===== src/rtl/handoff_lock.sv =====
module handoff_lock #(
  parameter int N = 8
) (
  input  logic         clk,
  input  logic         rst_n,
  input  logic [N-1:0] acq,
  input  logic [N-1:0] rel,
  output logic [N-1:0] grant,
  output logic         err
);
  localparam int IW = (N > 1) ? $clog2(N) : 1;
  localparam int CW = $clog2(N + 1);

  logic          own_v, own_v_n;
  logic [IW-1:0] own, own_n;
  logic [IW-1:0] q   [N];
  logic [IW-1:0] q_n [N];
  logic [CW-1:0] q_cnt, q_cnt_n;
  logic [N-1:0]  waiting, waiting_n;
  logic          err_n;
  logic [N-1:0]  held;
  logic          rel_ok, bad;
  logic [N-1:0]  fresh;

  assign held  = own_v ? (N'(1) << own) : '0;
  assign grant = held;
  assign rel_ok = |(rel & held);
  assign fresh  = acq & ~held & ~waiting;
  assign bad    = |(rel & ~held) | |(acq & (held | waiting));

  always_comb begin
    own_v_n   = own_v;
    own_n     = own;
    q_cnt_n   = q_cnt;
    waiting_n = waiting;
    err_n     = err | bad;
    for (int k = 0; k < N; k++) q_n[k] = q[k];

    if (rel_ok) begin
      if (q_cnt != '0) begin
        own_n = q[0];
        waiting_n[q[0]] = 1'b0;
        for (int k = 0; k < N - 1; k++) q_n[k] = q[k+1];
        q_cnt_n = q_cnt - 1'b1;
      end else begin
        own_v_n = 1'b0;
      end
    end

    for (int i = 0; i < N; i++) begin
      if (fresh[i]) begin
        if (!own_v_n) begin
          own_v_n = 1'b1;
          own_n   = IW'(i);
        end else if (q_cnt_n < CW'(N)) begin
          q_n[q_cnt_n[IW-1:0]] = IW'(i);
          waiting_n[i] = 1'b1;
          q_cnt_n = q_cnt_n + 1'b1;
        end
      end
    end
  end

  always_ff @(posedge clk) begin
    if (!rst_n) begin
      own_v   <= 1'b0;
      own     <= '0;
      q_cnt   <= '0;
      waiting <= '0;
      err     <= 1'b0;
      for (int k = 0; k < N; k++) q[k] <= '0;
    end else begin
      own_v   <= own_v_n;
      own     <= own_n;
      q_cnt   <= q_cnt_n;
      waiting <= waiting_n;
      err     <= err_n;
      for (int k = 0; k < N; k++) q[k] <= q_n[k];
    end
  end
endmodule


===== config.mk =====
export PLATFORM = sky130hd
export DESIGN_NAME = handoff_lock
export DESIGN_NICKNAME = d
export VERILOG_FILES = /design/src/rtl/handoff_lock.sv
export SDC_FILE = /design/constraint.sdc
export NUM_CORES = 1
export LEC_CHECK = 0
export BUFFER_PORTS_ARGS = -buffer_cell sky130_fd_sc_hd__buf_2
export CAP_MARGIN = 20
export CORE_MARGIN = 5
export CORE_UTILIZATION = 64
export DETAILED_ROUTE_END_ITERATION = 8
export PLACE_DENSITY = 0.83
export SYNTH_ARGS = -nofsm -noshare
export SYNTH_HDL_FRONTEND = slang
export SYNTH_SLANG_ARGS = --single-unit

===== constraint.sdc =====
create_clock -name clk -period 25 [get_ports clk]
set_clock_uncertainty 0.15 [all_clocks]
set_input_delay 2.5 -clock clk [delete_from_list [all_inputs] [get_ports clk]]
set_output_delay 2.5 -clock clk [all_outputs]
set_load 0.005 [all_outputs]

==> metrics.md <==
| Metric | Value |
|---|---|
| Status | complete, no violations |
| Crit path required time | 25.09 ns |
| Sequential area share after synthesis | 16.86% |
| Antenna fix cells | 0 |
| Most common cell on crit path | ha_1 |
| Root buf cell | clkbuf_8 |
| DRC | 0 |
| Detailed placement HPWL | 12.55 mm |
| Post-CTS Setup Repair Bufs | 0 |
| # IOs | 27 |
| First-pass GRT wire length | 25.68 mm |
| Vias in the first global route | 5079 |
| Critical Path Sink Type | flop |
| Clock sinks | 41 |
| Slowest-stage cell, CP | o22ai_1 |
| Final net count | 737 |
| Cell area after synthesis | 4870 sq um |
| Crit-path max FO | 29 |
| Commonest non-fill, non-tap cell in the layout | nor2_1 |
| Port buffer count | 26 |
| Vias | 5484 |
| DIE AREA | 9454 sq um |
| Main synth FF type | dfxtp_1 |
| # setup viols final | 0 |
| Worst min path class | reg2reg |
| Clk buf depth | 2 |
| Synth cell types | 96 |
| Synthesized instance count | 705 |
| Max-slew violations | 0 |
| CTS-repair resized insts | 0 |
| Worst Setup Start Kind | input pin |
| Worst-margin pin slew | 0.8853 ns |
| Final Cell Area | 5097 sq um |
| Initial antenna violation count | 0 |
| Min Tclk post-route | 11.03 ns |
| Layout cells sized above 1 | 12.38% |
| Final period util | 44.12% |
| DRT Wirelength | 15.94 mm |
| CTS buffer count | 5 |
| Initial DRT Pass Iterations | 6 |
| Core footprint | 7331 sq um |
| Minimum hold slack | 0.3509 ns |
| Post-synth EDFFs | 0 |
| Tot GR Track Use | 32.64% |
| Routed Antenna Nets | 0 |
| Largest net degree at the start of global routing | 30 |
| Yosys reg bits | 41 |
| Fmax | 90.67 MHz |
| Via/cell ratio | 6.770 |
| Placed Area | 4986 sq um |
| Crit path DAT | 11.12 ns |
| Unrepaired setup endpoints after global routing | no |
| Slew Limit Headroom | 40.53% |
| Clk_lat worst skew | 0.30 ns |
| Crit Path Class | in2reg |
| Routability Congestion | 0.9891 |
| Setup TNS | 0 ns |
| Total gr overflow | 0 |
| Starting density of the core | 66.43% |
| Rows | 31 |
| Clock transition at path regs | 0.09 ns |
| Htree depth | 2 |
| Dpl ws | 13.86 ns |
| Max incr delay on CP | 0.70 ns |
| Commonest non-fill, non-tap cells in the layout | nor2_1, nand2_1, o21ai_0 |
| Fill cells | 621 |
| Synth Net Count | 732 |
| Layout area overhead | 4.676% |
| Ys Warns | 0 |
| CTS tree | built |
| Final setup margin | 13.97 ns |
| Die X-Extent | 97.23 um |
| Final Hold Fails | 0 |
| Die height | 97.23 um |
| Ys async rst share | 0% |
| MaxCap Viol Count | 0 |
| Average wire per standard cell | 19.68 um |
| Syn avg cell area | 6.907 sq um |
| Drt initial violations | 672 |
| Hold_buf cts | 0 |
layer usage:
metal / GRT usage, % / vias up / part of all wire [%]
met5: 0 / - / 0
met1: 43.14 / 2493 / 42
met4: 9.478 / 0 / 2.8
met3: 4.882 / 56 / 9.3
li1: - / 2608 / -
met2: 55.10 / 327 / 46
flip-flops by register name (all words and copies together), names as in the netlist:
register and flops:
q 24, waiting 8, q_cnt 4, own 3, err 1, own_v 1
cell type report:
cell class	count	area, sq um	share of cell area, %
multi-input cells	609	3800	74.55
flip-flops and latches	41	820.8	16.10
repair buffers	28	145.1	2.847
well taps	99	123.9	2.430
inverters	25	96.34	1.890
clock buffers	6	72.57	1.424
clock inverters	2	38.79	0.7609
through the flow:
| stage | std cells | utilization [%] |
|---|---|---|
| after floorplan | 705 | - |
| after global placement | 802 | 68.02 |
| after detailed placement | 802 | 68.02 |
| after CTS | 810 | 69.53 |
| after global routing | 810 | 69.53 |
| final | 810 | 69.53 |
cell usage after synthesis, types with 6 or more instances:
cell type  count  share of area (%)
nor2_1        97                7.5
nand2_1       94                7.2
o21ai_0       75                7.7
a21oi_1       47                4.8
dfxtp_1       41                 17
nor3_1        26                2.7
nand3_1       25                2.6
inv_1         21                1.6
o21ai_1       21                2.2
mux2i_1       19                3.9
clkbuf_1      17                1.3
o211ai_1      12                1.9
and2_1        10                1.3
ha_1           9                2.3
or3_1          9                1.2
nor2b_1        8                1.0
o31ai_1        8                1.2
xnor2_1        8                1.4
a31oi_1        7               0.90
nand2b_1       7               0.90
o22ai_1        6               0.77
final timing paths:
kind                         start                    end  slack [ns]  cells past startpoint
max                         rel[5]    q_cnt[2]$_SDFF_PN0_       13.97                     33
min          waiting[1]$_SDFF_PN0_  waiting[1]$_SDFF_PN0_        0.35                      2
max reg2reg       own_v$_SDFF_PN0_    q_cnt[2]$_SDFF_PN0_       15.40                     32
min reg2reg  waiting[1]$_SDFF_PN0_  waiting[1]$_SDFF_PN0_        0.35                      2
critical path: cells and delay by family:
kind	cells	cell delay, ns
compound gates	5	1.92
xor+xnor	2	0.65
fa+ha+maj	6	1.76
buf+inv	7	1.18
mux	3	0.63
simple gates	10	2.43
cell families after synthesis:
group	synth area share, %
simple gates	31.35
compound gates	35.43
buf+inv	5.113
flops	16.86
mux	5.293
xor+xnor	3.649
fa+ha+maj	2.312
Power is left out: the tool's default activity adds up to more than one toggle a clock period on the data nets, which glitch-free logic cannot reach.
